<file path="src/rtl/dpc_poll_limit.sv">
module dpc_poll_limit #(
    parameter int MAX_POLLS = 64
) (
    input  logic clk,
    input  logic rst_n,
    input  logic clear_i,
    input  logic bump_i,
    output logic expired_o
);

    generate
        if (MAX_POLLS == 0) begin : g_unlimited
            assign expired_o = 1'b0;
        end else begin : g_limited
            localparam int CNT_W = $clog2(MAX_POLLS + 1);
            localparam logic [CNT_W-1:0] LAST = CNT_W'(MAX_POLLS - 1);

            logic [CNT_W-1:0] cnt_d, cnt_q;

            always_comb begin
                cnt_d = cnt_q;
                if (clear_i) begin
                    cnt_d = '0;
                end else if (bump_i && (cnt_q != LAST)) begin
                    cnt_d = cnt_q + 1'b1;
                end
            end

            always_ff @(posedge clk or negedge rst_n) begin
                if (!rst_n) begin
                    cnt_q <= '0;
                end else begin
                    cnt_q <= cnt_d;
                end
            end

            assign expired_o = bump_i && (cnt_q == LAST);
        end
    endgenerate

endmodule

</file>
<file path="config.mk">
export PLATFORM = sky130hd
export DESIGN_NAME = dpc_poll_limit
export DESIGN_NICKNAME = d
export VERILOG_FILES = /design/src/rtl/dpc_poll_limit.sv
export SDC_FILE = /design/constraint.sdc
export NUM_CORES = 1
export LEC_CHECK = 0
export BUFFER_PORTS_ARGS = -buffer_cell sky130_fd_sc_hd__buf_2
export CAP_MARGIN = 30
export CORE_AREA = 10 10 47 49
export CTS_BUF_LIST = sky130_fd_sc_hd__clkbuf_4 sky130_fd_sc_hd__clkbuf_8 sky130_fd_sc_hd__clkbuf_16
export CTS_CLUSTER_DIAMETER = 80
export DETAILED_ROUTE_END_ITERATION = 6
export DIE_AREA = 0 0 57 59
export PLACE_DENSITY_LB_ADDON = 0.12
export SYNTH_ARGS = -nofsm -noshare
export SYNTH_HDL_FRONTEND = slang
export SYNTH_SLANG_ARGS = --single-unit
</file>
<file path="constraint.sdc">
create_clock -name clk -period 1.8 [get_ports clk]
set_input_delay 0.36 -clock clk [delete_from_list [all_inputs] [get_ports clk]]
set_output_delay 0.36 -clock clk [all_outputs]
set_load 0.005 [all_outputs]
</file>
Word-level counts from Yosys, hierarchy flattened

Cells that the tools add are included.
W data, S select, Z words.

Register bits: 7
Bits in latches: 0
Memory bits (writable): 0
Bits in read-only memories: 0
Bits of input ports: 4
Output and inout bits: 1
Logic and storage cells: 9
Memories kept: 0

$add $sub $neg: 1
$mul: 0
Div/mod/pow operators: 0
Order comparisons: 0
Equal/unequal tests: 2
Shifts and indexed selects: 0
Mux-type cells: 2
Bitwise gates (word level): 0
Reduce and logical (&&, ||, !) cells: 3

Operators by type and width:

| kind                  | count |
|---|---|
| $mux W7               | 2 |
| $add A7 B1 Y7 const B | 1 |
| $eq A7 B6 Y1 const B  | 1 |
| $ne A7 B6 Y1 const B  | 1 |
| $logic_and A1 B1 Y1   | 2 |
| $reduce_bool A2 Y1    | 1 |

Depth between registers and ports, before layout

Gate-level depths: netlist (run 1).

Word-level depth: 4
Mapped depth: 4
Gate-level depth less buffers: 4

Worst setup path before layout (run 1)

OpenSTA, ideal clock, no wires.

Path kind: reg2reg
Start: reg g_limited.cnt_q[0]
End: reg g_limited.cnt_q[0]
Library setup time: 125 ps
Arrival time: 1394 ps
Required time: 1675 ps
Setup slack: 281 ps
Stages on the path, launching flop included: 5
Path through: dfrtp_1 > ha_1 > and3_1 > a31oi_1 > mux2_2

Word-level cells in the longest chain between the ends: 3

RTL lines:

| what                                                  | line   | source |
|---|---|---|
| start, declared                                       | 18     | `logic [CNT_W-1:0] cnt_d, cnt_q;` |
| start signal, assigned                                | 33     | `cnt_q <= cnt_d;` |
| $add A7 B1 Y7 / $ne A7 B6 Y1 (equally long branches)  | 25, 24 |  |
| $mux W7 / $logic_and A1 B1 Y1 (equally long branches) | 24     | `end else if (bump_i && (cnt_q != LAST)) begin` |
| $mux W7 / $reduce_bool A2 Y1 (equally long branches)  | -      |  |

Several ways; a longest one is shown, not always the timed one. The select of a mux whose other input is x is not followed.
A chain may end at the register's enable or synchronous reset.

Final worst setup path (run 1)

Start: reg g_limited.cnt_q[0]
End: out expired_o

Word-level cells in the longest chain between the ends: 2

RTL lines:

| what                | line | source |
|---|---|---|
| $eq A7 B6 Y1        | 37   | `assign expired_o = bump_i && (cnt_q == LAST);` |
| $logic_and A1 B1 Y1 | 37   |  |
| end, declared       | 8    | `output logic expired_o` |

No other way between the ends.

==> metrics, run 1 <==
share of cells above drive strength 1=27.1%; Layout area overhead=25.6%; Post-Syn Area=390 um^2; Core ar.=1400 um^2; busiest grt layer=met2; CTS Root Cell=clkbuf_4; Die Width=around 57 um; pwr dens=about 740 nW/um^2; biggest regs=g_limited.cnt_q: 7 flops; met1 Track Usage GR=under 10%; # setup viols final=0; R2R depth=4; Starting Density=27.9%; antenna violations before repair=0; Synth Area in XOR/XNOR=0%; Mean Syn Cell Area=10.0 um^2; number of maximum-capacitance violations=0; met3 usage=~5.4%; run status=finished clean; Worst-path clk slew=0.06 ns; fmax=between 0.5 and 0.6 GHz; post-synthesis mux area share=8.33%; r2r setup slk=0.25 ns; Routability Congestion=0.741; worst slew pin tran=0.283 ns; GRT Residual Overflow=0; grt met2 use=~7.4%; WP data arrival=1.38 ns; Commonest cells post-synth=dfrtp_1, inv_1, nor2_1; Tot Pwr=363 uW; drt first pass iters=3; Total GRT Usage=5.86%; clock period minus worst slack=1.74 ns; H-tree Lvls=1; Detail Route Antenna Nets=0; Final Skew=0.0108 ns; number of DRC markers in iteration 0=3; CTS tree=built; ys flop type=dfrtp_1; Seq/Total Area, Yosys=~45%; fill cell count=157; Slew Limit Fails=0; number of top-level pins=5; Cell Rows=14; leakage=approximately 0.23 nW; port buffer count=4; R2R Path Start=g_limited.cnt_q[0]; RSZ-0062 raised after global routing=true; syn_nets=44; hold_ws=0.389 ns; post-synth cell types=24; Worst setup SP type=register; Post-DP Area=~430 um^2; Post-synth EDFFs=0; Final Hold Fails=0; largest area contributor in the netlist=dfrtp_1; largest family of logic cells by synthesized area=simple AND/OR/NAND/NOR gates; Die Height=just under 60 um; Req. time, crit path=1.44 ns; CP endpoint kind=output port; synthesized flop and latch total=7; adder-cell share of the synthesized area=roughly 3.2%; Avg WL per Cell=13.0 um; Final nets=54; global-route wire length before repair=1.51 mm; Cells after Synth=39; critical path startpoint=g_limited.cnt_q[0]; fraction of the mapped netlist area in simple logic gates=26.9%; Num CTS Buffers=3; maximum VDD drop=372 uV; Post-synth ARST share=100%; r2r endpoint=g_limited.cnt_q[0]; worst hold path class=primary input to register; number of global-route vias before repair=336; max reg flops=7; critical path fanouts, max=5; via/cell ratio=5.00; period utilization=96.7%; Clock Latency Late Sink=roughly 0.26 ns; synth top area cells=dfrtp_1, a211oi_1, a31oi_1; drc violations=0; most instantiated library cell after synthesis=dfrtp_1; Synth top area share=between 40 and 50%; clk sinks=7; Non-Filler Cell Area, Final=490 um^2; Crit Path Class=register to output port; Via Count=between 300 and 400; Top reg by flops=g_limited.cnt_q; Max Buffers Root-to-Sink=2; Yosys Warn Count=0; largest net degree at the start of global routing=11; drt total wl=around 830 um; diodes inserted=0; Max transition margin=between 80% and 90%; Worst Setup EP=expired_o; die area=3360 um^2; post-synthesis compound-gate area fraction=~13%
[area by class of cell]
class	count	area [um^2]	area share (%)
sequential	7	175	35.7
clock buffer	4	30.0	6.12
multi-input combinational	28	216	44.1
tap	16	20.0	4.08
timing repair buffer	6	37.5	7.65
inverter	3	11.3	2.30
[critical path, stage by stage, from the launching register on]
cell     delay [ns]
dfrtp_1        0.41
ha_4           0.17
and3_4         0.19
nand4_1        0.12
nor2_1         0.12
buf_2          0.12
[cell families (layout without fill, tap and decap cells)]
group | Yosys count | count (layout)
and+or+nand+nor | 17 | 17
AOI/OAI and AO/OA | 7 | 7
muxes | 3 | 3
buffers and inverters | 4 | 13
DFF | 7 | 7
adders and majority gates | 1 | 1
[stage by stage]
step           worst slack, ns  utilization [%]  cells  TNS, ns
2_1_floorplan            0.281                -     39        0
3_3_place_gp             0.210             30.4     58        0
3_5_place_dp             0.176             30.4     58        0
4_1_cts                 0.0151             33.4     63        0
5_1_grt                -0.0401             35.0     64  -0.0401
6_report                0.0600             35.0     64        0
[worst min-delay path by stage]
stage | start | end | cells after the start
floorplan | rst_n | g_limited.cnt_q[0] | 0
global placement | rst_n | g_limited.cnt_q[4] | 1
detailed placement | rst_n | g_limited.cnt_q[3] | 1
CTS | clear_i | g_limited.cnt_q[2] | 2
global route | clear_i | g_limited.cnt_q[2] | 2
finish | clear_i | g_limited.cnt_q[2] | 2
[per-layer routing]
layer	share of wire, %	wire length [um]	up-vias
met5	0	0	-
met3	11	88	0
met2	44	366	7
met4	0	0	0
li1	-	-	160
met1	45	378	153
[report_power, final]
group / total (mW) / switching [mW] / internal [mW]
registers: 0.168 / 0.00576 / 0.162
logic: 0.0322 / 0.0153 / 0.0170
clock network: 0.163 / 0.0632 / 0.100
total: 0.363 / 0.0843 / 0.279
[placed cells by master (no fill, tap or decap), types with 2 or more instances in the layout]
cell type	instances
inv_1	3
nand2b_1	2
a211oi_1	2
buf_2	4
dfrtp_1	7
nand4_1	2
clkbuf_4	4
nor2_1	3
a31oi_1	2
nor2b_1	2
[repair_timing]
action,4_1_cts,5_1_grt
setup endpoints to repair,1,1
endpoints found under the hold margin,7,0
setup buffers,0,1
pin swaps,0,0
gates resized for setup,1,2
hold buffers,1,0
No activity file was read; power rests on OpenSTA's default activity.
==> run 2, diff against run 1 <==
==> constraint.sdc (replaced) <==
create_clock -name clk -period 1.8 [get_ports clk]
set_input_delay 0.45 -clock clk [delete_from_list [all_inputs] [get_ports clk]]
set_output_delay 0.45 -clock clk [all_outputs]
set_load 0.005 [all_outputs]
==> run 2 against run 1 <==
- first-iteration DRC count grew 100%
- register-to-register slack about the same
- critical path depth unchanged
- non-clock buffer count is 4 higher
==> metrics, run 2 (same netlist as run 1, synthesis figures left out) <==
worst slew pin tran=0.316 ns (+0.0330 ns); clock period minus worst slack=1.79 ns (+0.0499 ns); area of the multi-input gates=216 um^2 (unchanged); Final nets=58 (+7.4%); antenna violations before repair=0 (unchanged); Final Hold Fails=0 (unchanged); maximum VDD drop=343 uV (-7.7%); CTS tree=built; Max transition margin=78.8% (-2.2 points); Worst-path clk slew=0.05 ns (about the same); most common cell after layout, fill and taps aside=dfrtp_1; Clock Latency Late Sink=0.25 ns (about the same); run status=finished clean; GRT Residual Overflow=0 (unchanged); fmax=0.559 GHz (-2.8%); clk sinks=7 (unchanged); Avg WL per Cell=12.6 um (-3.4%); leakage=0.249 nW (+8.6%); RSZ-0062 raised after global routing=true; biggest regs=g_limited.cnt_q: 7 flops; Starting Density=27.9% (unchanged); drc violations=0 (unchanged); largest net degree at the start of global routing=11 (unchanged); Final Skew=0.00341 ns (-0.00736 ns); diodes inserted=0 (unchanged); number of DRC markers in iteration 0=6 (+3); Worst setup SP type=register; Max Buffers Root-to-Sink=2 (unchanged); Layout area overhead=32.7%; worst setup margin=0.0101 ns (-0.0499 ns); Total GRT Usage=5.37% (-0.49 points); number of maximum-capacitance violations=0 (unchanged); port buffer count=4 (unchanged); max reg flops=7 (unchanged); critical path fanouts, max=4 (-1); CTS Root Cell=clkbuf_4; Top reg by flops=g_limited.cnt_q; number of global-route vias before repair=319 (-5.1%); H-tree Lvls=1 (unchanged); Req. time, crit path=1.35 ns (-0.09 ns); CP endpoint kind=output port; cts hold-fix bufs=0 (-1); WP data arrival=1.34 ns (-0.04 ns); pwr dens=700 nW/um^2 (-5.5%); Slew Limit Fails=0 (unchanged); fill cell count=154 (-1.9%); commonest non-fill, non-tap cells in the layout=dfrtp_1, buf_4, clkbuf_4, buf_2; Die Width=57 um (unchanged); final core occ=37.0% (+2.0 points); Via Count=343 (+7.2%); drt total wl=855 um (+2.6%); global-route wire length before repair=1.46 mm (-3.7%); Detail Route Antenna Nets=0 (unchanged); via/cell ratio=5.04 (+0.88%); hold_ws=0.0227 ns (-0.366 ns); Cell Rows=14 (unchanged); period utilization=99.4% (+2.8 points); register area=175 um^2 (unchanged); # setup viols final=0 (unchanged); Routability Congestion=0.749 (+1.1%); Core ar.=1400 um^2 (unchanged); Crit Path Class=register to output port; Num CTS Buffers=3 (unchanged); drt first pass iters=4 (+1); worst hold path class=primary input to asynchronous set/reset pin; Die Height=59 um (unchanged); share of cells above drive strength 1=34.6% (+7.5 points); number of top-level pins=5 (unchanged); post-place setup slack=0.148 ns (-0.0282 ns); die area=3360 um^2 (unchanged)
-- run 2: changes by cell type in the layout (fill, tap and decap cells not counted) --
cell	delta
buf_4	+5
dlygate4sd3_1	-1
-- run 2: path summary, 6_finish.rpt --
check | slack (ns) | from | to | cells after the start
min in group clk | 0.47 | clear_i | g_limited.cnt_q[2] | 2
worst max-delay path | 0.01 | g_limited.cnt_q[0] | expired_o | 5
max in group asynchronous | 1.62 | rst_n | g_limited.cnt_q[1] | 1
worst min register to register | 0.55 | g_limited.cnt_q[3] | g_limited.cnt_q[3] | 1
worst max register to register | 0.26 | g_limited.cnt_q[0] | g_limited.cnt_q[0] | 4
worst min-delay path | 0.02 | rst_n | g_limited.cnt_q[4] | 1
-- run 2: cell type report --
cell class                 count  area share, %
multi-input combinational     28           41.8
sequential                     7           33.8
timing repair buffer          10           12.6
clock buffer                   4           5.80
tap                           16           3.86
inverter                       3           2.17
-- run 2: repair_timing --
| item | CTS | global route |
|---|---|---|
| resized for setup | 3 | 0 |
| setup endpoints to repair | 1 | 1 |
| cloned | 0 | 0 |
| pin swaps | 1 | 2 |
| endpoints found under the hold margin | 0 | 0 |
| buffers inserted | 2 | 4 |
-- run 2: per-layer routing --
layer	up-vias	track usage, %	wire, um	share of wire (%)
met5	-	0	0	0
met4	0	1.01	0	0
met3	0	3.22	39	4.6
met2	10	8.53	427	50
met1	164	6.09	388	45
li1	169	-	-	-
-- run 2: power by group --
part           switching, mW  internal, mW
clock                 0.0563        0.0995
combinational         0.0170        0.0228
sequential           0.00492         0.162
total                 0.0782         0.284
-- run 2: metrics by stage --
| stage | TNS, ns | instances | total power, mW | instance area (um^2) |
|---|---|---|---|---|
| final | 0 | 68 | 0.362 | 518 |
| after detailed placement | 0 | 58 | 0.194 | 425 |
| after floorplan | 0 | 39 | 0.184 | 390 |
| after global placement | 0 | 58 | 0.193 | 425 |
| after CTS | 0 | 64 | 0.364 | 488 |
| after global routing | -0.0777 | 68 | 0.389 | 518 |
-- run 2: worst max-delay path, cell delays in order (launching register included) --
cell     delay, ns
dfrtp_1       0.39
ha_4          0.16
and3_4        0.19
nand4_1       0.13
nor2_1        0.12
buf_2         0.12
